$ cat src/rtl/cmp_pkg.sv
package cmp_pkg;
    localparam int CH_W  = 8;
    localparam int RGB_W = 3 * CH_W;
    localparam int ACC_W = 2 * CH_W + 1;
    localparam logic [CH_W-1:0] ALPHA_MAX = '1;
    localparam logic [CH_W-1:0] ROUND_ADD = ALPHA_MAX >> 1;

    // Rounded alpha mix of one colour channel: top over bottom.
    function automatic logic [CH_W-1:0] mix_channel(
        input logic [CH_W-1:0] a,
        input logic [CH_W-1:0] t,
        input logic [CH_W-1:0] b
    );
        logic [ACC_W-1:0] acc;
        acc = ACC_W'(a) * ACC_W'(t)
            + ACC_W'(ALPHA_MAX - a) * ACC_W'(b)
            + ACC_W'(ROUND_ADD);
        return CH_W'(acc / ACC_W'(ALPHA_MAX));
    endfunction
endpackage

$ cat src/rtl/cmp_pipe_pick.sv
module cmp_pipe_pick
    import cmp_pkg::*;
#(
    parameter int NUM_LAYERS       = 4,
    parameter int PRIO_W           = 2,
    parameter int PIPE_ID          = 0,
    parameter int LOWEST_ALPHA_BUG = 0
) (
    input  logic                         clk,
    input  logic                         rst,
    input  logic [NUM_LAYERS-1:0]        lay_en,
    input  logic [NUM_LAYERS-1:0]        lay_pipe,
    input  logic [NUM_LAYERS*PRIO_W-1:0] lay_prio,
    input  logic [NUM_LAYERS*CH_W-1:0]   lay_alpha,
    input  logic [NUM_LAYERS-1:0]        pix_cov,
    input  logic [NUM_LAYERS*RGB_W-1:0]  pix_rgb,
    output logic [CH_W-1:0]              alpha_q,
    output logic [RGB_W-1:0]             rgb_q
);
    localparam logic PIPE_BIT = 1'(PIPE_ID);

    logic [NUM_LAYERS-1:0] in_pipe;
    logic                  best_hit;
    logic [PRIO_W-1:0]     best_prio;
    logic [CH_W-1:0]       best_alpha;
    logic [RGB_W-1:0]      best_rgb;
    logic                  drop;
    logic                  hit_q;
    logic [PRIO_W-1:0]     prio_q;

    assign in_pipe = PIPE_BIT ? lay_pipe : ~lay_pipe;

    // Strict comparison keeps the lower index on a priority tie.
    always_comb begin
        best_hit   = 1'b0;
        best_prio  = '0;
        best_alpha = '0;
        best_rgb   = '0;
        for (int i = 0; i < NUM_LAYERS; i++) begin
            if (lay_en[i] && pix_cov[i] && in_pipe[i] &&
                (!best_hit || lay_prio[i*PRIO_W +: PRIO_W] > best_prio)) begin
                best_hit   = 1'b1;
                best_prio  = lay_prio[i*PRIO_W +: PRIO_W];
                best_alpha = lay_alpha[i*CH_W +: CH_W];
                best_rgb   = pix_rgb[i*RGB_W +: RGB_W];
            end
        end
    end

    generate
        if (LOWEST_ALPHA_BUG != 0 && PIPE_ID == 0) begin : g_quirk
            assign drop = best_hit && (best_prio == '0) && (best_alpha != ALPHA_MAX);
        end else begin : g_clean
            assign drop = 1'b0;
        end
    endgenerate

    always_ff @(posedge clk) begin
        if (rst) begin
            hit_q   <= 1'b0;
            prio_q  <= '0;
            alpha_q <= '0;
            rgb_q   <= '0;
        end else begin
            hit_q   <= best_hit && !drop;
            prio_q  <= best_prio;
            alpha_q <= (best_hit && !drop) ? best_alpha : '0;
            rgb_q   <= best_rgb;
        end
    end

    assert_empty_pipe_clear_R6: assert property (@(posedge clk) disable iff (rst)
        !(|(lay_en & pix_cov & in_pipe)) |=> (!hit_q && alpha_q == '0));

    generate
        if (LOWEST_ALPHA_BUG != 0 && PIPE_ID == 0) begin : g_quirk_chk
            assert_bottom_alpha_dropped_R9: assert property (@(posedge clk) disable iff (rst)
                hit_q |-> !(prio_q == '0 && alpha_q != ALPHA_MAX));
        end
    endgenerate
endmodule

$ cat src/rtl/cmp_alpha_over.sv
module cmp_alpha_over
    import cmp_pkg::*;
(
    input  logic             clk,
    input  logic             rst,
    input  logic             in_valid,
    input  logic [CH_W-1:0]  top_alpha,
    input  logic [RGB_W-1:0] top_rgb,
    input  logic [RGB_W-1:0] bot_rgb,
    output logic             out_valid,
    output logic [RGB_W-1:0] out_rgb
);
    logic [RGB_W-1:0] mixed;

    generate
        for (genvar ch = 0; ch < 3; ch++) begin : g_ch
            assign mixed[ch*CH_W +: CH_W] = mix_channel(top_alpha,
                top_rgb[ch*CH_W +: CH_W], bot_rgb[ch*CH_W +: CH_W]);
        end
    endgenerate

    always_ff @(posedge clk) begin
        if (rst) begin
            out_valid <= 1'b0;
            out_rgb   <= '0;
        end else begin
            out_valid <= in_valid;
            out_rgb   <= mixed;
        end
    end

    assert_opaque_top_R7: assert property (@(posedge clk) disable iff (rst)
        (top_alpha == ALPHA_MAX) |=> (out_rgb == $past(top_rgb)));

    assert_clear_top_R6: assert property (@(posedge clk) disable iff (rst)
        (top_alpha == '0) |=> (out_rgb == $past(bot_rgb)));
endmodule

$ cat src/rtl/dual_pipe_compositor.sv
module dual_pipe_compositor
    import cmp_pkg::*;
#(
    parameter int          NUM_LAYERS       = 4,
    parameter int          PRIO_W           = 2,
    parameter logic [23:0] BG_COLOR         = 24'h000000,
    parameter int          LOWEST_ALPHA_BUG = 0
) (
    input  logic                         clk,
    input  logic                         rst,
    input  logic                         pix_valid,
    input  logic [NUM_LAYERS-1:0]        lay_en,
    input  logic [NUM_LAYERS-1:0]        lay_pipe,
    input  logic [NUM_LAYERS*PRIO_W-1:0] lay_prio,
    input  logic [NUM_LAYERS-1:0]        lay_galpha_en,
    input  logic [NUM_LAYERS*8-1:0]      lay_galpha,
    input  logic [NUM_LAYERS-1:0]        pix_cov,
    input  logic [NUM_LAYERS*8-1:0]      pix_alpha,
    input  logic [NUM_LAYERS*24-1:0]     pix_rgb,
    output logic                         out_valid,
    output logic [23:0]                  out_rgb
);
    localparam int NUM_PIPES = 2;

    logic [NUM_LAYERS*CH_W-1:0] eff_alpha;
    logic [CH_W-1:0]            pipe_alpha [NUM_PIPES];
    logic [RGB_W-1:0]           pipe_rgb   [NUM_PIPES];
    logic                       s1_valid;
    logic                       s2_valid;
    logic [RGB_W-1:0]           s2_rgb;
    logic [CH_W-1:0]            s2_up_alpha;
    logic [RGB_W-1:0]           s2_up_rgb;

    generate
        for (genvar i = 0; i < NUM_LAYERS; i++) begin : g_alpha
            assign eff_alpha[i*CH_W +: CH_W] = lay_galpha_en[i]
                ? lay_galpha[i*CH_W +: CH_W] : pix_alpha[i*CH_W +: CH_W];
        end
        for (genvar p = 0; p < NUM_PIPES; p++) begin : g_pipe
            cmp_pipe_pick #(
                .NUM_LAYERS      (NUM_LAYERS),
                .PRIO_W          (PRIO_W),
                .PIPE_ID         (p),
                .LOWEST_ALPHA_BUG(LOWEST_ALPHA_BUG)
            ) u_pick (
                .clk      (clk),
                .rst      (rst),
                .lay_en   (lay_en),
                .lay_pipe (lay_pipe),
                .lay_prio (lay_prio),
                .lay_alpha(eff_alpha),
                .pix_cov  (pix_cov),
                .pix_rgb  (pix_rgb),
                .alpha_q  (pipe_alpha[p]),
                .rgb_q    (pipe_rgb[p])
            );
        end
    endgenerate

    always_ff @(posedge clk) begin
        if (rst) begin
            s1_valid    <= 1'b0;
            s2_up_alpha <= '0;
            s2_up_rgb   <= '0;
        end else begin
            s1_valid    <= pix_valid;
            s2_up_alpha <= pipe_alpha[1];
            s2_up_rgb   <= pipe_rgb[1];
        end
    end

    cmp_alpha_over u_lower (
        .clk      (clk),
        .rst      (rst),
        .in_valid (s1_valid),
        .top_alpha(pipe_alpha[0]),
        .top_rgb  (pipe_rgb[0]),
        .bot_rgb  (BG_COLOR),
        .out_valid(s2_valid),
        .out_rgb  (s2_rgb)
    );

    cmp_alpha_over u_upper (
        .clk      (clk),
        .rst      (rst),
        .in_valid (s2_valid),
        .top_alpha(s2_up_alpha),
        .top_rgb  (s2_up_rgb),
        .bot_rgb  (s2_rgb),
        .out_valid(out_valid),
        .out_rgb  (out_rgb)
    );

    assert_valid_latency_R2: assert property (@(posedge clk) disable iff (rst)
        out_valid |-> $past(pix_valid, 3));

    assert_reset_quiet_R1: assert property (@(posedge clk)
        $past(rst) |-> (!out_valid && out_rgb == '0));
endmodule

$ cat config.mk
export PLATFORM = sky130hd
export DESIGN_NAME = dual_pipe_compositor
export DESIGN_NICKNAME = d
export VERILOG_FILES = /design/src/rtl/cmp_pkg.sv /design/src/rtl/cmp_pipe_pick.sv /design/src/rtl/cmp_alpha_over.sv /design/src/rtl/dual_pipe_compositor.sv
export SDC_FILE = /design/constraint.sdc
export NUM_CORES = 2
export LEC_CHECK = 0
export CAP_MARGIN = 10
export CELL_PAD_IN_SITES_DETAIL_PLACEMENT = 0
export CELL_PAD_IN_SITES_GLOBAL_PLACEMENT = 1
export CORE_MARGIN = 1
export CORE_UTILIZATION = 53
export DETAILED_ROUTE_END_ITERATION = 16
export PLACE_DENSITY_LB_ADDON = 0.1
export SLEW_MARGIN = 30
export SYNTH_ARGS = -nofsm -noshare
export SYNTH_HDL_FRONTEND = slang
export SYNTH_HIERARCHICAL = 1
export SYNTH_SLANG_ARGS = --single-unit
$ cat constraint.sdc
create_clock -name clk -period 35.3 [get_ports clk]
set_clock_uncertainty 0.1 [all_clocks]
set_input_delay 7.06 -clock clk [delete_from_list [all_inputs] [get_ports clk]]
set_output_delay 7.06 -clock clk [all_outputs]
set_load 0.01 [all_outputs]
Yosys cells after proc, flatten, opt, wreduce, memory -nomap -nowiden:

Index checks and enable logic that the tools add are counted.

* $add $sub $neg: 10
* multiply operators: 9
* div/mod/pow operators: 6
* $lt $le $gt $ge: 6
* equality and inequality tests: 0
* shifts and indexed selects: 0
* mux-type cells: 34
* bitwise logic cells: 3
* reduce and logical (&&, ||, !) cells: 32

Operators by type and width (count)
* $mux 24: 8
* $div 17x8->17 const B: 6
* $mul 8x8->16: 6
* $mux 8: 12
* $add 16x17->17: 3
* $add 16x7->17 const B: 3
* $add 17x7->17 const B: 3
* $mul 17x8->17: 2
* $logic_and 1x1->1: 18
* $mul 9x9->17: 1
* $gt 2x2->1: 6
* $mux 2: 6
* $sub 8x8->9 const A: 1
* $mux 1: 8
* $logic_not 1->1: 6
* $logic_or 1x1->1: 6
* $not 4->4: 1
* $reduce_or 2->1: 2
* $not 1->1: 2

* register bits after elaboration: 147
* latch bits: 0
* bits in writable memories: 0
* ROM bits: 0
* input port bits: 187
* output and inout bits: 25
* word-level logic and storage cells: 111
* memories kept: 0

Depth between registers and ports, before layout:

* depth after elaboration: 17
* gate-level depth with buffers: 49
* gate-level depth less buffers: 43

Hierarchy:

The synthesis kept the hierarchy.

Modules (own cells, without submodules)
* cmp_alpha_over at u_lower: times used 1, cells each 2662, area each 21757.1 um^2, seq. area each 500.5 um^2
* cmp_alpha_over at u_upper: times used 1, cells each 2670, area each 21474.3 um^2, seq. area each 500.5 um^2
* cmp_pipe_pick at g_pipe[0].u_pick: times used 1, cells each 227, area each 2307.2 um^2, seq. area each 640.6 um^2
* cmp_pipe_pick at g_pipe[1].u_pick: times used 1, cells each 225, area each 2195.9 um^2, seq. area each 640.6 um^2
* dual_pipe_compositor: times used 1, cells each 106, area each 1411.4 um^2, seq. area each 660.6 um^2

Least setup slack after synthesis:

Ideal clock, no wire load.

* path type: flip-flop to flip-flop
* from: reg s2_up_alpha[4]
* to: reg u_upper.out_rgb[8]
* setup time: 138 ps
* data arrival time: 11726 ps
* data required time: 35062 ps
* slack: 23336 ps
* cell stages (with the launch flop): 44
* path buffers: 5
* clock period less this slack: 11964 ps
* cells stage by stage: dfxtp_1 -> clkbuf_1 -> clkbuf_1 -> nand2_1 -> fa_1 -> fa_1 -> fa_1 -> inv_1 -> fa_1 -> fa_1 -> inv_1 -> fa_1 -> inv_1 -> ha_1 -> buf_6 -> a211o_1 -> o2111ai_1 -> o211a_1 -> [... 8 more ...] -> buf_2 -> a2111oi_2 -> and2_1 -> buf_4 -> a31oi_1 -> a311oi_1 -> o21ai_1 -> a32o_1 -> xnor2_2 -> or4_4 -> a311oi_1 -> inv_1 -> ha_1 -> inv_1 -> xnor3_1 -> and4_1 -> o211ai_1 -> a41oi_1

* longest elaborated chain between the ends: 5
* elaborated cells on any way between the ends: 6
* classes of those cells: add/sub (3); mul (2); div (1)

Ends and longest elaborated chain
* from (decl): RTL line dual_pipe_compositor.sv:31 `logic [CH_W-1:0] s2_up_alpha;`
* from (signal assigned): RTL line dual_pipe_compositor.sv:67 `s2_up_alpha <= pipe_alpha[1];`
* $sub 8x8->9: RTL line cmp_pkg.sv:16 `+ ACC_W'(ALPHA_MAX - a) * ACC_W'(b)`
* $mul 17x8->17: RTL line cmp_pkg.sv:16
* $add 16x17->17 (*): RTL line cmp_pkg.sv:16
* $add 17x7->17 (*): RTL line cmp_pkg.sv:17 `+ ACC_W'(ROUND_ADD);`
* $div 17x8->17 (*): RTL line cmp_pkg.sv:18 `return CH_W'(acc / ACC_W'(ALPHA_MAX));`
* to (signal assigned): RTL line cmp_alpha_over.sv:28 `out_rgb <= mixed;`
* to (decl): RTL line cmp_alpha_over.sv:11 `output logic [RGB_W-1:0] out_rgb`

Every way passes the cells marked *; elsewhere a longest branch is shown, timed or not.
A chain may end at the register's enable or synchronous reset.

Worst setup path in the final report:

Ends and elaborated chain as after synthesis.

==> results.toml <==
[status]
result_of_the_run = "complete, no violations"

[timing]
finalCritPeriodShare_pct = 38.8
max_freq_mhz = 73.1
tns_ps = 0
final-max-slew-violation-count = 0
minimum_clock_period_after_layout_ps = 13690
worst_slew_margin_rel_pct = 32.4
report.final.setup_viol = 0
worstMarginPinSlew_ps = 1010
grt_setup_unrepaired = "false"
timing_hold_violations_final = 0

[routing]
detailedRoute.firstIterationViolations = 2941
ant_nets = 0
route.detailed.vias_per_inst = 5.77
vias = 42600
drc = 0
drt_pass1_iterations = 6
wirelength_um = 136000
wl_per_cell_um = 18.4

[floorplan]
die_area_um2 = 93900
fp.dieW_um = 307
fp.dieH_um = 307
placement_rows = 111
num_io_pins = 212
design.core.area_um2 = 91800
initial_utilization_pct = 53.5

[worst_setup_path]
r2r-end = "u_upper/out_rgb[8]"
path_common_cell = "sky130_fd_sc_hd__fa_1"
r2r_slack_ps = 21610
kind_of_launch_point_of_the_worst_setup_path = "register"
worst-endpoint-required_ps = 35560
cp-end-kind = "register"
cp-endpoint = "u_upper/out_rgb[8]"
crit_type = "reg2reg"
critical-path-max-stage-delay_ps = 700
crit-reg2reg-launch = "s2_up_alpha[4]"
arrival_ps = 13950
worst_r2r_path_depth = 39
critical_path_peak_fanout = 48
crit_path_start = "s2_up_alpha[4]"
timing.critical_path.slowest_stage_cell = "sky130_fd_sc_hd__a2111oi_2"

[layout]
num-nets-final = 7335
drive_above_1_share_pct = 7.15
synthToLayoutAreaGrowth_pct = 8.58

[clock_tree]
post-cts-setup-buffers = 0
cts_hold_buf = 0
post_cts_resize_count = 0
htreeDepth = 4
cts_root_buffer = "sky130_fd_sc_hd__clkbuf_16"
max-clock-path-buffers = 2
clk_latency_ps = 510
tritoncts = "done"
numCtsBuffers = 17
cts_num_sinks = 147
path_clk_slew_ps = 90

[synthesis]
ys_top_cells_by_area = "sky130_fd_sc_hd__fa_1 25%, sky130_fd_sc_hd__ha_1 10%, sky130_fd_sc_hd__inv_1 6.6%"
most_frequently_used_flop_master_after_synthesis = "sky130_fd_sc_hd__dfxtp_1"
avgSynthCellArea_um2 = 8.34
ys_ff_latch = 147
synth.yosys.seq_area_share_pct = 5.99
yosys.area.top_type = "sky130_fd_sc_hd__fa_1"
synth-async-reset-ratio_pct = 0
synthCells = 5890
synth.lib_cells_used.distinct = 145
yosysTopAreaCellShare_pct = 25.4
synth.yosys.warnings = 6
post-synth-top-count-cell = "sky130_fd_sc_hd__inv_1"
synth-edff-count = 0
syn-cell-area_um2 = 49100
cell_types_with_the_highest_counts_after_synthesis = "862 x sky130_fd_sc_hd__inv_1, 624 x sky130_fd_sc_hd__fa_1, 535 x sky130_fd_sc_hd__nand2_1, 394 x sky130_fd_sc_hd__ha_1, 313 x sky130_fd_sc_hd__nor2_1"

[hold_path]
hp-class = "reg2reg"

[grt]
first_pass_grt_wire_length_um = 221000
gr-usage-all-layers_pct = 29.1
number_of_global_route_vias_before_repair = 42300
number_of_antenna_violations_at_the_first_check_in_global_routing = 11
grt_start_max_net_pins = 62
gr-total-overflow = 0

[placed_design]
hpwlAfterDp_um = 109000
gpl.final_weighted_congestion = 0.900
port_buffers = 211

[flow_run]
cap_violations = 0
flip-flops by register name, summed over array words and instances, names as in the netlist, 8 cells and up:
name	cells
s2_up_alpha	8
g_pipe.u_pick/rgb_q	48
g_pipe.u_pick/alpha_q	16
u_upper/out_rgb	24
s2_up_rgb	24
u_lower/out_rgb	24
cells by family (layout without fill, tap and decap cells):
logic type | count (synthesis) | in the layout | synth area share, %
xor gates and xnor gates | 167 | 167 | 3.16
muxes | 95 | 95 | 2.40
DFF | 147 | 147 | 5.99
other | 1 | 199 | 0.00763
and+or+nand+nor | 2168 | 2168 | 23.8
AOI/OAI and AO/OA | 1214 | 1214 | 20.3
buffers and inverters | 1072 | 1134 | 8.76
adders and majority gates | 1026 | 1026 | 35.6
critical path: cells and delay by family (launching register included):
family | cells | cell delay (ps)
AOI/OAI and AO/OA | 17 | 5690
buffers and inverters | 6 | 820
DFF | 1 | 320
and+or+nand+nor | 5 | 1630
adders and majority gates | 8 | 3670
muxes | 1 | 650
xor gates and xnor gates | 2 | 600
layout make-up:
class	count	area [um^2]
flip-flops and latches	147	2970
well taps	1243	1560
fillers	8605	38400
multi-input cells	4862	42700
clock inverters	14	166
repair buffers	240	2330
diodes	7	17.5
inverters	862	3240
clock buffers	18	429
worst min path at each step:
stage,start,end,slack [ps],depth (start not counted)
after CTS,g_pipe[1].u_pick/rgb_q[1],s2_up_rgb[1],340,1
after detailed placement,g_pipe[1].u_pick/rgb_q[15],s2_up_rgb[15],330,1
after floorplan,g_pipe[1].u_pick/alpha_q[0],s2_up_alpha[0],310,1
after global placement,s1_valid,u_lower/out_valid,320,1
final,g_pipe[1].u_pick/rgb_q[1],s2_up_rgb[1],330,1
after global routing,g_pipe[1].u_pick/rgb_q[1],s2_up_rgb[1],350,1
routing by layer:
layer | track usage (%) | share of wire (%) | vias up | wire [um]
met5 | 0 | 0 | - | 0
met4 | 7.45 | 2.3 | 0 | 3090
met3 | 4.07 | 5.1 | 162 | 6910
met2 | 48.7 | 47 | 1086 | 63900
met1 | 39.4 | 46 | 20900 | 62000
li1 | - | - | 20500 | -
layout by cell type (no fill, tap or decap), types with 36 or more instances in the layout:
cell                              count
sky130_fd_sc_hd__a211oi_1            46
sky130_fd_sc_hd__a21o_1              66
sky130_fd_sc_hd__a21oi_1            171
sky130_fd_sc_hd__a221oi_2            57
sky130_fd_sc_hd__a31oi_1             49
sky130_fd_sc_hd__and2_1             241
sky130_fd_sc_hd__and3_1              62
sky130_fd_sc_hd__clkdlybuf4s50_1    210
sky130_fd_sc_hd__conb_1             192
sky130_fd_sc_hd__dfxtp_1            134
sky130_fd_sc_hd__fa_1               624
sky130_fd_sc_hd__ha_1               394
sky130_fd_sc_hd__inv_1              862
sky130_fd_sc_hd__mux2i_1             36
sky130_fd_sc_hd__nand2_1            535
sky130_fd_sc_hd__nand2b_1           184
sky130_fd_sc_hd__nand3_1            113
sky130_fd_sc_hd__nand4_1             46
sky130_fd_sc_hd__nor2_1             313
sky130_fd_sc_hd__nor2b_1            305
sky130_fd_sc_hd__nor3_1              98
sky130_fd_sc_hd__nor4_1              44
sky130_fd_sc_hd__o211ai_1            71
sky130_fd_sc_hd__o21a_1              55
sky130_fd_sc_hd__o21ai_0            138
sky130_fd_sc_hd__o31ai_1             53
sky130_fd_sc_hd__or2_2               39
sky130_fd_sc_hd__or3_1               36
sky130_fd_sc_hd__xnor2_1            113
sky130_fd_sc_hd__xor2_1              46
stage by stage:
stage	utilization, %	instances	area, um^2	hold slack (ps)	setup slack [ps]
2_1_floorplan	-	6081	49900	314	23340
3_3_place_gp	57.4	7353	52700	324	21710
3_5_place_dp	57.4	7354	52700	328	21590
4_1_cts	58.1	7386	53300	336	21520
5_1_grt	58.1	7392	53400	350	20620
6_report	58.1	7393	53400	331	21610
Power is left out: the tool's default activity adds up to more than one toggle a clock period on the data nets, which glitch-free logic cannot reach.
